File: config.mk
export PLATFORM = sky130hd
export DESIGN_NAME = hdr_lock_top
export DESIGN_NICKNAME = d
export VERILOG_FILES = /design/src/rtl/hdr_lock_pkg.sv /design/src/rtl/hdr_lock_classify.sv /design/src/rtl/hdr_lock_holdoff.sv /design/src/rtl/hdr_lock_window.sv /design/src/rtl/hdr_lock_top.sv
export SDC_FILE = /design/constraint.sdc
export NUM_CORES = 1
export LEC_CHECK = 0
export ABC_AREA = 1
export BUFFER_PORTS_ARGS = -buffer_cell sky130_fd_sc_hd__clkbuf_2
export CELL_PAD_IN_SITES_DETAIL_PLACEMENT = 1
export CELL_PAD_IN_SITES_GLOBAL_PLACEMENT = 1
export CORE_MARGIN = 2
export CORE_UTILIZATION = 40
export CTS_CLUSTER_DIAMETER = 30
export DETAILED_ROUTE_END_ITERATION = 12
export PLACE_DENSITY_LB_ADDON = 0.08
export SYNTH_ARGS = -nofsm -noshare
export SYNTH_HDL_FRONTEND = slang
export SYNTH_SLANG_ARGS = --single-unit
File: constraint.sdc
create_clock -name clk -period 1.5 [get_ports clk]
set_input_delay 0.075 -clock clk [delete_from_list [all_inputs] [get_ports clk]]
set_output_delay 0.075 -clock clk [all_outputs]
set_load 0.02 [all_outputs]
File: src/rtl/hdr_lock_pkg.sv
package hdr_lock_pkg;

  typedef enum logic {
    ST_HUNT   = 1'b0,
    ST_LOCKED = 1'b1
  } lock_state_e;

  // A sync header is usable only when its two bits differ.
  function automatic logic sync_hdr_ok(input logic [1:0] hdr);
    return hdr[1] ^ hdr[0];
  endfunction

endpackage

File: src/rtl/hdr_lock_classify.sv
module hdr_lock_classify
  import hdr_lock_pkg::*;
(
  input  logic [1:0] hdr_i,
  input  logic       hdr_vld_i,
  input  logic       hold_i,
  output logic       test_o,
  output logic       good_o
);

  always_comb begin
    test_o = hdr_vld_i & ~hold_i;
    good_o = sync_hdr_ok(hdr_i);
  end

endmodule

File: src/rtl/hdr_lock_holdoff.sv
module hdr_lock_holdoff #(
  parameter int SLIP_WAIT = 32,
  parameter int WAIT_W    = 6
) (
  input  logic clk,
  input  logic rst_n,
  input  logic load_i,
  input  logic strobe_i,
  output logic busy_o
);

  logic [WAIT_W-1:0] wait_q, wait_d;
  logic              wait_en;

  always_comb begin
    wait_en = 1'b0;
    wait_d  = wait_q;
    if (load_i) begin
      wait_en = 1'b1;
      wait_d  = WAIT_W'(SLIP_WAIT);
    end else if (strobe_i && (wait_q != '0)) begin
      wait_en = 1'b1;
      wait_d  = wait_q - 1'b1;
    end
  end

  always_ff @(posedge clk or negedge rst_n) begin
    if (!rst_n)       wait_q <= '0;
    else if (wait_en) wait_q <= wait_d;
  end

  assign busy_o = (wait_q != '0);

endmodule

File: src/rtl/hdr_lock_window.sv
module hdr_lock_window #(
  parameter int GOOD_TARGET = 64,
  parameter int BAD_LIMIT   = 16,
  parameter int CNT_W       = 7,
  parameter int BAD_W       = 5
) (
  input  logic             clk,
  input  logic             rst_n,
  input  logic             step_i,
  input  logic             bad_i,
  input  logic             clr_i,
  output logic             win_full_o,
  output logic             bad_full_o,
  output logic             clean_o,
  output logic [BAD_W-1:0] bad_cnt_o
);

  localparam logic [CNT_W-1:0] CNT_LAST = CNT_W'(GOOD_TARGET - 1);
  localparam logic [BAD_W-1:0] BAD_LAST = BAD_W'(BAD_LIMIT - 1);

  logic [CNT_W-1:0] cnt_q, cnt_d;
  logic [BAD_W-1:0] bad_q, bad_d;
  logic             cnt_en;

  always_comb begin
    win_full_o = step_i && (cnt_q == CNT_LAST);
    bad_full_o = step_i && bad_i && (bad_q == BAD_LAST);
    clean_o    = (bad_q == '0);
  end

  always_comb begin
    cnt_en = clr_i | step_i;
    cnt_d  = cnt_q;
    bad_d  = bad_q;
    if (clr_i || win_full_o) begin
      cnt_d = '0;
      bad_d = '0;
    end else if (step_i) begin
      cnt_d = cnt_q + 1'b1;
      bad_d = bad_q + BAD_W'(bad_i);
    end
  end

  always_ff @(posedge clk or negedge rst_n) begin
    if (!rst_n) begin
      cnt_q <= '0;
      bad_q <= '0;
    end else if (cnt_en) begin
      cnt_q <= cnt_d;
      bad_q <= bad_d;
    end
  end

  assign bad_cnt_o = bad_q;

endmodule

File: src/rtl/hdr_lock_top.sv
module hdr_lock_top
  import hdr_lock_pkg::*;
#(
  parameter int GOOD_TARGET = 64,
  parameter int BAD_LIMIT   = 16,
  parameter int SLIP_WAIT   = 32
) (
  input  logic       clk,
  input  logic       rst_n,
  input  logic [1:0] hdr_i,
  input  logic       hdr_vld_i,
  output logic       lock_o,
  output logic       slip_o
);

  localparam int CNT_W  = $clog2(GOOD_TARGET + 1);
  localparam int BAD_W  = $clog2(BAD_LIMIT + 1);
  localparam int WAIT_W = $clog2(SLIP_WAIT + 2);

  lock_state_e      state_q, state_d;
  logic             slip_q, slip_d;
  logic             test, good, hold_busy, win_clr;
  logic             win_full, bad_full, clean;
  logic [BAD_W-1:0] bad_cnt;

  hdr_lock_classify u_classify (
    .hdr_i     (hdr_i),
    .hdr_vld_i (hdr_vld_i),
    .hold_i    (hold_busy),
    .test_o    (test),
    .good_o    (good)
  );

  hdr_lock_holdoff #(
    .SLIP_WAIT (SLIP_WAIT),
    .WAIT_W    (WAIT_W)
  ) u_holdoff (
    .clk      (clk),
    .rst_n    (rst_n),
    .load_i   (slip_d),
    .strobe_i (hdr_vld_i),
    .busy_o   (hold_busy)
  );

  hdr_lock_window #(
    .GOOD_TARGET (GOOD_TARGET),
    .BAD_LIMIT   (BAD_LIMIT),
    .CNT_W       (CNT_W),
    .BAD_W       (BAD_W)
  ) u_window (
    .clk        (clk),
    .rst_n      (rst_n),
    .step_i     (test),
    .bad_i      (~good),
    .clr_i      (win_clr),
    .win_full_o (win_full),
    .bad_full_o (bad_full),
    .clean_o    (clean),
    .bad_cnt_o  (bad_cnt)
  );

  // Next-state logic
  always_comb begin
    state_d = state_q;
    slip_d  = 1'b0;
    win_clr = 1'b0;
    if (test) begin
      unique case (state_q)
        ST_HUNT: begin
          if (!good) begin
            slip_d  = 1'b1;
            win_clr = 1'b1;
          end else if (win_full && clean) begin
            state_d = ST_LOCKED;
          end
        end
        ST_LOCKED: begin
          if (bad_full) begin
            state_d = ST_HUNT;
            slip_d  = 1'b1;
            win_clr = 1'b1;
          end
        end
        default: state_d = ST_HUNT;
      endcase
    end
  end

  // State registers
  always_ff @(posedge clk or negedge rst_n) begin
    if (!rst_n) begin
      state_q <= ST_HUNT;
      slip_q  <= 1'b0;
    end else begin
      state_q <= state_d;
      slip_q  <= slip_d;
    end
  end

  assign lock_o = (state_q == ST_LOCKED);
  assign slip_o = slip_q;

endmodule

Word-level counts from Yosys, hierarchy flattened
Index checks and enable logic that the tools add are counted.
{"block": "word_totals", "ff_bits": 20, "output_inout_bits": 2, "ram_bits": 0, "latchBits": 0, "input_bits": 5, "n_memories": 0, "mem_bits_ro": 0}
{"block": "op_classes", "eq_ne": 2, "n_shift": 0, "div_mod_pow": 0, "muxes": 16, "multipliers": 0, "n_bitwise": 6, "reduce_logical": 12, "add_sub_neg": 3, "magnitude_cmp": 0}
{"cell": "2-to-1 mux 7 bit", "count": 2}
{"cell": "2-to-1 mux 6 bit", "count": 2}
{"cell": "2-to-1 mux 5 bit", "count": 2}
{"cell": "2-to-1 mux 1 bit", "count": 8}
{"cell": "adder 7 x 1 -> 7 bit (second input constant)", "count": 1}
{"cell": "== test 7 x 6 -> 1 bit (second input constant)", "count": 1}
{"cell": "nonzero test 6 bit", "count": 1}
{"cell": "subtractor 6 x 1 -> 6 bit (second input constant)", "count": 1}
{"cell": "adder 5 x 1 -> 5 bit", "count": 1}
{"cell": "== test 5 x 4 -> 1 bit (second input constant)", "count": 1}
{"cell": "logical AND 1 bit", "count": 5}
{"cell": "logical NOT 5 bit", "count": 1}
{"cell": "case mux 1 bit (2 select lines)", "count": 2}
{"cell": "AND reduction 2 bit", "count": 2}
{"cell": "nonzero test 2 bit", "count": 2}
{"cell": "inverter 1 bit", "count": 3}
{"cell": "AND 1 bit", "count": 1}
{"cell": "logical OR 1 bit", "count": 1}
{"cell": "OR 1 bit", "count": 1}
{"cell": "bitwise XOR 1 bit", "count": 1}

Depth between registers and ports, before layout
Gate-level depths: netlist of run 1.
{"block": "logic_depth", "depth_word": 11, "ltp_mapped": 9, "mapped_depth_nobuf": 9}

Modules after synthesis
Synthesis of run 1 repeated with hierarchy kept, for this count alone.
{"block": "unflattened", "hier_cells": 163, "hier_area_um2": 1232.4}
{"mod": "hdr_lock_window", "instances": 1, "area_per_inst_um2": 706.9, "seq_area_each_um2": 300.3, "cells_each": 89}
{"mod": "hdr_lock_holdoff", "instances": 1, "area_per_inst_um2": 400.4, "seq_area_each_um2": 150.1, "cells_each": 53}
{"mod": "hdr_lock_top", "instances": 1, "area_per_inst_um2": 98.8, "seq_area_each_um2": 50.0, "cells_each": 14}
{"mod": "hdr_lock_classify", "instances": 1, "area_per_inst_um2": 26.3, "seq_area_each_um2": 0.0, "cells_each": 7}

Worst setup path before layout of run 1
Ideal clock, no wire load.
{"block": "synth_timing", "path_kind": "reg2reg", "startpoint": "reg u_holdoff.wait_q[0]", "endpoint": "reg u_window.bad_q[4], in the netlist u_window.bad_cnt_o[4]", "required_time_ns": 1.380, "setup_ns": 0.120, "slack_ns": 0.184, "arrival_time_ns": 1.196, "path_stages_with_launch": 8, "path_buffers": 0, "cell_sequence": "dfrtp_1 inv_1 ha_1 nand3_2 nor2_4 nand3_2 nand2_2 nor2_1"}
{"block": "synth_between", "elab_chain_len": 11, "word_cells_on_any_way": 14, "cone_classes": "4 x mux; 3 x bitwise; 7 x reduce/logical"}
{"element": "from (decl)", "line_no": "hdr_lock_holdoff.sv:12", "text": "logic [WAIT_W-1:0] wait_q, wait_d;"}
{"element": "from (signal assigned)", "line_no": "hdr_lock_holdoff.sv:29", "text": "else if (wait_en) wait_q <= wait_d;"}
{"element": "nonzero test 6 bit (*)", "line_no": "hdr_lock_holdoff.sv:32", "text": "assign busy_o = (wait_q != '0);"}
{"element": "inverter 1 bit (*)", "line_no": "hdr_lock_classify.sv:12", "text": "test_o = hdr_vld_i & ~hold_i;"}
{"element": "AND 1 bit (*)", "line_no": "hdr_lock_classify.sv:12"}
{"element": "logical AND 1 bit (2 in series)", "line_no": "hdr_lock_window.sv:27", "text": "bad_full_o = step_i && bad_i && (bad_q == BAD_LAST);"}
{"element": "2-to-1 mux 1 bit", "line_no": "hdr_lock_top.sv:78", "text": "if (bad_full) begin"}
{"element": "case mux 1 bit (2 select lines)", "line_no": "hdr_lock_top.sv:68", "text": "unique case (state_q)"}
{"element": "2-to-1 mux 1 bit", "line_no": "hdr_lock_top.sv:67", "text": "if (test) begin"}
{"element": "logical OR 1 bit", "line_no": "hdr_lock_window.sv:35", "text": "if (clr_i || win_full_o) begin"}
{"element": "nonzero test 2 bit (no source line)"}
{"element": "AND reduction 2 bit (no source line)"}
{"element": "to (signal assigned)", "line_no": "hdr_lock_window.sv:47", "text": "bad_q <= '0;"}
{"element": "to (signal assigned)", "line_no": "hdr_lock_window.sv:50", "text": "bad_q <= bad_d;"}
{"element": "to (decl)", "line_no": "hdr_lock_window.sv:22", "text": "logic [BAD_W-1:0] bad_q, bad_d;"}
Every way passes the cells marked *; elsewhere a longest branch is shown, timed or not.
A chain may end at the register's enable or synchronous reset.

Final worst setup path of run 1
{"block": "layout_timing", "startpoint": "reg u_holdoff.wait_q[1]", "endpoint": "reg u_window.cnt_q[2]"}
{"block": "layout_between", "elab_chain_len": 11, "word_cells_on_any_way": 14, "cone_classes": "4 x mux; 3 x bitwise; 7 x reduce/logical"}
{"element": "nonzero test 6 bit (*)", "line_no": "hdr_lock_holdoff.sv:32"}
{"element": "inverter 1 bit (*)", "line_no": "hdr_lock_classify.sv:12"}
{"element": "AND 1 bit (*)", "line_no": "hdr_lock_classify.sv:12"}
{"element": "logical AND 1 bit (2 in series)", "line_no": "hdr_lock_window.sv:27"}
{"element": "2-to-1 mux 1 bit", "line_no": "hdr_lock_top.sv:78"}
{"element": "case mux 1 bit (2 select lines)", "line_no": "hdr_lock_top.sv:68"}
{"element": "2-to-1 mux 1 bit", "line_no": "hdr_lock_top.sv:67"}
{"element": "logical OR 1 bit", "line_no": "hdr_lock_window.sv:35"}
{"element": "nonzero test 2 bit (no source line)"}
{"element": "AND reduction 2 bit (no source line)"}
{"element": "to (signal assigned)", "line_no": "hdr_lock_window.sv:49", "text": "cnt_q <= cnt_d;"}
{"element": "to (decl)", "line_no": "hdr_lock_window.sv:21", "text": "logic [CNT_W-1:0] cnt_q, cnt_d;"}
Marks and branches as above.

==> results of run 1 <==
worst paths after layout:
kind	slack, ps	from	endpoint
worst max-delay path	50	u_holdoff.wait_q[1]	u_window.cnt_q[2]
worst min-delay path	120	hdr_i[1]	lock_o
worst max register to register	50	u_holdoff.wait_q[1]	u_window.cnt_q[2]
worst min register to register	520	u_window.cnt_q[6]	u_window.cnt_q[6]
max in group asynchronous	890	rst_n	u_window.cnt_q[1]
min in group asynchronous	250	rst_n	u_holdoff.wait_q[2]
cells by family after synthesis:
group	share of synthesized area
adders and majority gates	0.0531
DFF	0.425
buffers and inverters	0.105
xor gates and xnor gates	0.0298
AOI/OAI and AO/OA	0.0127
and+or+nand+nor	0.374
stage by stage:
stage | instances | utilization | setup TNS, ps | hold slack (ps)
floorplan | 161 | - | 0 | -221
CTS | 211 | 0.495 | 0 | 99.2
finish | 213 | 0.528 | 0 | 123
global placement | 203 | 0.460 | -259 | 76.5
global route | 213 | 0.528 | -252 | 125
detailed placement | 203 | 0.460 | -246 | 84.5
layout by cell type, fill, tap and decap left out, drive strengths merged:
| master | netlist | routed |
|---|---|---|
| nand2 | 47 | 48 |
| inv | 30 | 30 |
| nor2 | 25 | 25 |
| dfrtp | 20 | 20 |
| nand3 | 14 | 14 |
| buf | 1 | 10 |
| clkbuf | 0 | 10 |
| nand4 | 6 | 6 |
| ha | 5 | 5 |
| nor3 | 4 | 4 |
| xor2 | 3 | 3 |
| o21ai | 3 | 3 |
| or2 | 1 | 1 |
| xnor2 | 1 | 1 |
| and3 | 1 | 1 |
| dlygate4sd3 | 0 | 1 |
layout make-up:
| type | instances | area [um^2] |
|---|---|---|
| flip-flops and latches | 20 | 500 |
| fillers | 352 | 1310 |
| well taps | 31 | 38.8 |
| clock buffers | 4 | 36.3 |
| inverters | 30 | 113 |
| multi-input cells | 111 | 654 |
| repair buffers | 17 | 126 |
sequential cells by signal (all words and copies together), names as in the netlist:
name,flops
u_window.bad_cnt_o,5
lock_o,1
u_window.cnt_q,7
slip_o,1
u_holdoff.wait_q,6
what timing repair did:
item | 4_1_cts | 5_1_grt
cloned | 0 | 1
pin swaps | 1 | 9
buffers inserted | 3 | 1
endpoints found under the hold margin | 20 | 0
gates resized for setup | 7 | 17
endpoints found under the setup margin | 9 | 19
hold buffers | 1 | 0
layer usage:
layer,global-route usage,part of all wire
met4,0.0797,0.016
met1,0.234,0.44
met2,0.362,0.53
met5,0,0
met3,0.0201,0.013
worst register-to-register path: stages, from the launching register on:
cell	delay, ps
sky130_fd_sc_hd__dfrtp_1	420
sky130_fd_sc_hd__inv_2	100
sky130_fd_sc_hd__ha_4	160
sky130_fd_sc_hd__nand3_4	80
sky130_fd_sc_hd__nor2_4	190
sky130_fd_sc_hd__buf_6	160
sky130_fd_sc_hd__nand2_8	80
sky130_fd_sc_hd__nand2_8	120
sky130_fd_sc_hd__nor2_1	50
where the power goes:
part / internal [W] / switching (W) / leakage [nW]
clock: 0.000149 / 0.000184 / 0.0210
sequential: 0.000748 / 0.000191 / 0.243
combinational: 0.000414 / 0.000572 / 0.514
total: 0.00131 / 0.000948 / 0.778
==> flow_summary.json, run 1 <==
{
  "seq_area_frac_synth": 0.425,
  "finalWorstPathRequiredPeriod_ps": 1450,
  "finalHoldViolations": 0,
  "area_growth_syn_to_layout_pct": 24.8,
  "path_cells": "inv_2 > ha_4 > nand3_4 > nor2_4 > buf_6 > nand2_8 > nand2_8 > nor2_1",
  "root_buffer_cell": "sky130_fd_sc_hd__clkbuf_4",
  "post_synth_instance_area_mm2": 0.00118,
  "fmax_ghz": 0.689,
  "post_synth_main_area_contributors": "sky130_fd_sc_hd__dfrtp_1 43%, sky130_fd_sc_hd__nand2_1 14%, sky130_fd_sc_hd__inv_1 9.2%",
  "worst_r2r_path_depth": 8,
  "routedWlPerCell_um": 14.2,
  "post-route-cell-area_mm2": 0.00147,
  "grt_pass1_wl_um": 5060,
  "num_io_pins": 7,
  "critical_path.slowest_cell": "sky130_fd_sc_hd__dfrtp_1",
  "worstSkewPairLatency_ps": 320,
  "crit_cells": 8,
  "die_y_um": 58.3,
  "rsz0062_at_grt": "true",
  "drt_first_iter_violations": 24,
  "min_period_over_period": 0.968,
  "whs_path_depth": 4,
  "timing.critical_path.buf_inv": 2,
  "final_routed_wirelength_across_all_metal_layers_um": 3020,
  "ys_seq_elements": 20,
  "grtUsageTotal": 0.197,
  "synth_ff_type": "sky130_fd_sc_hd__dfrtp_1",
  "timing.slew.headroom": 0.642,
  "synth_area_per_cell_um2": 7.31,
  "synth_most_common_cell": "sky130_fd_sc_hd__nand2_1",
  "place_hpwl_um": 2110,
  "power_per_cell_area_mw_per_mm2": 1540,
  "antenna_violations_before_repair": 0,
  "design_power_total_w": 0.00226,
  "critical_path_peak_fanout": 7,
  "start_kind": "register",
  "critical_path_required_ps": 1720,
  "final_layout_size_suffix_gt1_frac": 0.231,
  "worstHoldPathType": "input port to register",
  "tightestPinTransition_ps": 536,
  "ir_worst_vdd_mv": 0.799,
  "globalRouteOverflowTotal": 0,
  "dp_slack_ps": -40.2,
  "max_cap_viol_count": 0,
  "total_leakage_power_nw": 0.778,
  "clock_sink_count": 20,
  "skew_ps": 5.91,
  "synth.top_cells.by_count": "44 x sky130_fd_sc_hd__nand2_1, 29 x sky130_fd_sc_hd__inv_1, 22 x sky130_fd_sc_hd__nor2_1",
  "cpMostUsedCell": "sky130_fd_sc_hd__nand2_8",
  "maxSlewViolCount": 0,
  "crit_path_max_incr_delay_ps": 420,
  "antenna_cells": 0,
  "viasPerCell": 5.08,
  "synth_area_leader_cell": "sky130_fd_sc_hd__dfrtp_1",
  "synth.net_count": 171,
  "post-synth-top-area-fraction": 0.425,
  "placedInstanceArea_mm2": 0.00128,
  "post_synthesis_cell_count": 161,
  "status": "finished, final reports clean",
  "residual_antenna_violating_net_count_after_detailed_routing": 0,
  "timing.setup.critical_path_class": "register to register",
  "h-tree-depth": 1,
  "drc": 0,
  "placeableCoreArea_mm2": 0.00278,
  "cts.path.max_buffers": 2,
  "timing.critical_path.max_delay_family": "simple AND/OR/NAND/NOR gates",
  "endpoint_kind": "register",
  "cts_buffers": 3,
  "starting_utilization_of_the_core_area": 0.423,
  "synth-edff-count": 0,
  "cts_tree": "yes",
  "final_gp_congestion": 0.754,
  "setup_ws_ps": 48.4,
  "placement.io_buffers": 6,
  "arrival_ps": 1670,
  "post_synth_num_cell_types": 20,
  "vias_in_the_first_global_route": 1121,
  "yosysWarningCount": 0,
  "floorplan.rows": 19,
  "drt-pass1-iter-count": 2,
  "ys_async_sr_fraction": 1.00,
  "pin_count_of_the_biggest_net_entering_global_routing": 21,
  "die_w_um": 58.3,
  "final_nets": 193,
  "vias": 1081,
  "clock_pin_transition_on_the_worst_setup_and_hold_timing_paths_ps": 120,
  "die_area_mm2": 0.00339,
  "setup_viol": 0
}
No activity file was read; power rests on OpenSTA's default activity.
==> run 2, diff against run 1 <==
RECOVER_POWER = 100   (was unset)
==> run 2 against run 1 <==
Combinational power about the same. Worst hold slack is essentially flat. Worst setup slack about the same. Clock power is essentially flat. Global-route usage stayed put. Critical path type unchanged. Flip-flop and latch count unchanged. Sequential share of layout area grew 0.087 points. First-iteration DRC count did not move. Via count about the same. Final cell count unchanged. Count of clock-buffer cells in the layout stayed put. Wire length is essentially flat.
==> flow_summary.json, run 2 (synthesis gave the netlist of run 1 again) <==
{
  "status": "finished, final reports clean",
  "pin_count_of_the_biggest_net_entering_global_routing": 21,
  "finalWorstPathRequiredPeriod_ps": 1450,
  "min_period_over_period": 0.968,
  "p_seq_frac": 0.416,
  "place_hpwl_um": 2110,
  "arrival_ps": 1670,
  "largest_reg_flops": 7,
  "h-tree-depth": 1,
  "grt_pass1_wl_um": 5060,
  "die_w_um": 58.3,
  "worstSkewPairLatency_ps": 320,
  "power.share.switching": 0.420,
  "fmax_ghz": 0.689,
  "tightestPinTransition_ps": 1160,
  "rsz0062_at_grt": "true",
  "vias_in_the_first_global_route": 1121,
  "design_power_total_w": 0.00226,
  "m1WireLength_um": 1340,
  "whs_path_depth": 4,
  "drt-pass1-iter-count": 2,
  "worst_r2r_startpoint": "u_holdoff.wait_q[1]",
  "net-switching-power_w": 0.000948,
  "worstReg2RegEnd": "u_window.cnt_q[2]",
  "maxSlewViolCount": 0,
  "placeableCoreArea_mm2": 0.00278,
  "timing.slew.headroom": 0.227,
  "clock_power_share": 0.147,
  "antenna_cells": 0,
  "starting_utilization_of_the_core_area": 0.423,
  "min_delay_worst_endpoint": "lock_o",
  "register_area_um2": 500,
  "setup_viol": 0,
  "final_gp_congestion": 0.754,
  "floorplan.rows": 19,
  "cts_tree": "yes",
  "clock_sink_count": 20,
  "start_kind": "register",
  "final_layout_size_suffix_gt1_frac": 0.214,
  "die_y_um": 58.3,
  "num_io_pins": 7,
  "mostFrequentLayoutCell": "sky130_fd_sc_hd__nand2_1",
  "core_occupancy_in_the_finished_layout": 0.527,
  "critical_path_required_ps": 1720,
  "die_area_mm2": 0.00339,
  "routedWlPerCell_um": 14.2,
  "finalHoldViolations": 0,
  "worst_r2r_path_depth": 8,
  "timing.setup.critical_path_class": "register to register",
  "nFillCells": 352,
  "cts_buffers": 3,
  "multi_input_area_um2": 654,
  "ir_worst_vdd_mv": 0.799,
  "placedCellCount": 203,
  "grtUsageTotal": 0.197,
  "critical_path_peak_fanout": 7,
  "skew_ps": 5.96,
  "rrSetupSlack_ps": 50,
  "clock_pin_transition_on_the_worst_setup_and_hold_timing_paths_ps": 120,
  "final_routed_wirelength_across_all_metal_layers_um": 3030,
  "viasPerCell": 5.08,
  "placement.io_buffers": 6,
  "largest_register": "u_window.cnt_q",
  "mostFrequentLayoutCells": "43 x sky130_fd_sc_hd__nand2_1, 26 x sky130_fd_sc_hd__inv_1, 20 x sky130_fd_sc_hd__dfrtp_1",
  "final_nets": 193,
  "residual_antenna_violating_net_count_after_detailed_routing": 0,
  "met3_length_um": 38,
  "antenna_violations_before_repair": 0,
  "root_buffer_cell": "sky130_fd_sc_hd__clkbuf_4",
  "cts.path.max_buffers": 2,
  "drt_first_iter_violations": 24,
  "p_int_w": 0.00131,
  "total_leakage_power_nw": 0.768,
  "topRoutingLayerUsed": "met4",
  "pwr-share-comb": 0.437,
  "drc": 0,
  "vias": 1082,
  "power_per_cell_area_mw_per_mm2": 1540,
  "endpoint_kind": "register",
  "area_growth_syn_to_layout_pct": 24.4,
  "globalRouteOverflowTotal": 0,
  "min_from": "hdr_i[1]",
  "met2_length_um": 1600,
  "max_cap_viol_count": 0,
  "final-instance-count-excl-fill": 213,
  "worstHoldPathType": "input port to register"
}
## run 2: layout make-up
cell class | count | area share
Clock buffer | 4 | 0.0248
Inverter | 30 | 0.0769
Multi-Input combinational cell | 111 | 0.447
Sequential cell | 20 | 0.342
Tap cell | 31 | 0.0265
Timing Repair Buffer | 17 | 0.0837
## run 2: stage by stage
step,instance area [um^2],setup slack (ps),TNS [ps],hold slack [ps]
2_1_floorplan,1180,184,0,-221
3_3_place_gp,1280,-46.1,-259,76.5
3_5_place_dp,1280,-40.2,-246,84.5
4_1_cts,1380,11.3,0,99.2
5_1_grt,1470,-49.7,-252,125
6_report,1470,48.3,0,123
## run 2: power groups by stage
stage,registers (W),logic [W],clock network (W)
floorplan,0.000910,0.000558,0
global placement,0.000918,0.000779,0
detailed placement,0.000932,0.000832,0
CTS,0.000919,0.000878,0.000345
global route,0.000968,0.00112,0.000365
finish,0.000939,0.000986,0.000333
## run 2: timing repair
| item | CTS | global route |
|---|---|---|
| cloned | 0 | 1 |
| pin swaps | 1 | 9 |
| buffers inserted | 3 | 1 |
| hold buffers | 1 | 0 |
| endpoints found under the setup margin | 9 | 19 |
| resized for setup | 7 | 17 |
| endpoints found under the hold margin | 20 | 0 |
## run 2: worst max-delay path by stage
stage	startpoint	end	slack, ps	cells after the start
finish	u_holdoff.wait_q[1]	u_window.cnt_q[2]	50	8
floorplan	u_holdoff.wait_q[0]	u_window.bad_cnt_o[4]	180	7
global route	u_window.cnt_q[1]	u_window.cnt_q[0]	-50	6
CTS	u_holdoff.wait_q[1]	u_window.cnt_q[2]	10	9
global placement	u_window.cnt_q[1]	u_window.cnt_q[4]	-50	6
detailed placement	u_holdoff.wait_q[1]	u_window.bad_cnt_o[4]	-40	7
## run 2: layer usage
layer / vias to the layer above / GRT usage
li1: 538 / -
met1: 534 / 0.234
met2: 5 / 0.362
met3: 5 / 0.0201
met4: 0 / 0.0797
met5: - / 0
## run 2: worst max-delay path, cell delays in order (launching register included)
cell	delay [ps]
sky130_fd_sc_hd__dfrtp_1	420
sky130_fd_sc_hd__inv_2	100
sky130_fd_sc_hd__ha_4	150
sky130_fd_sc_hd__nand3_4	80
sky130_fd_sc_hd__nor2_4	190
sky130_fd_sc_hd__buf_6	160
sky130_fd_sc_hd__nand2_8	80
sky130_fd_sc_hd__nand2_8	120
sky130_fd_sc_hd__nor2_1	50
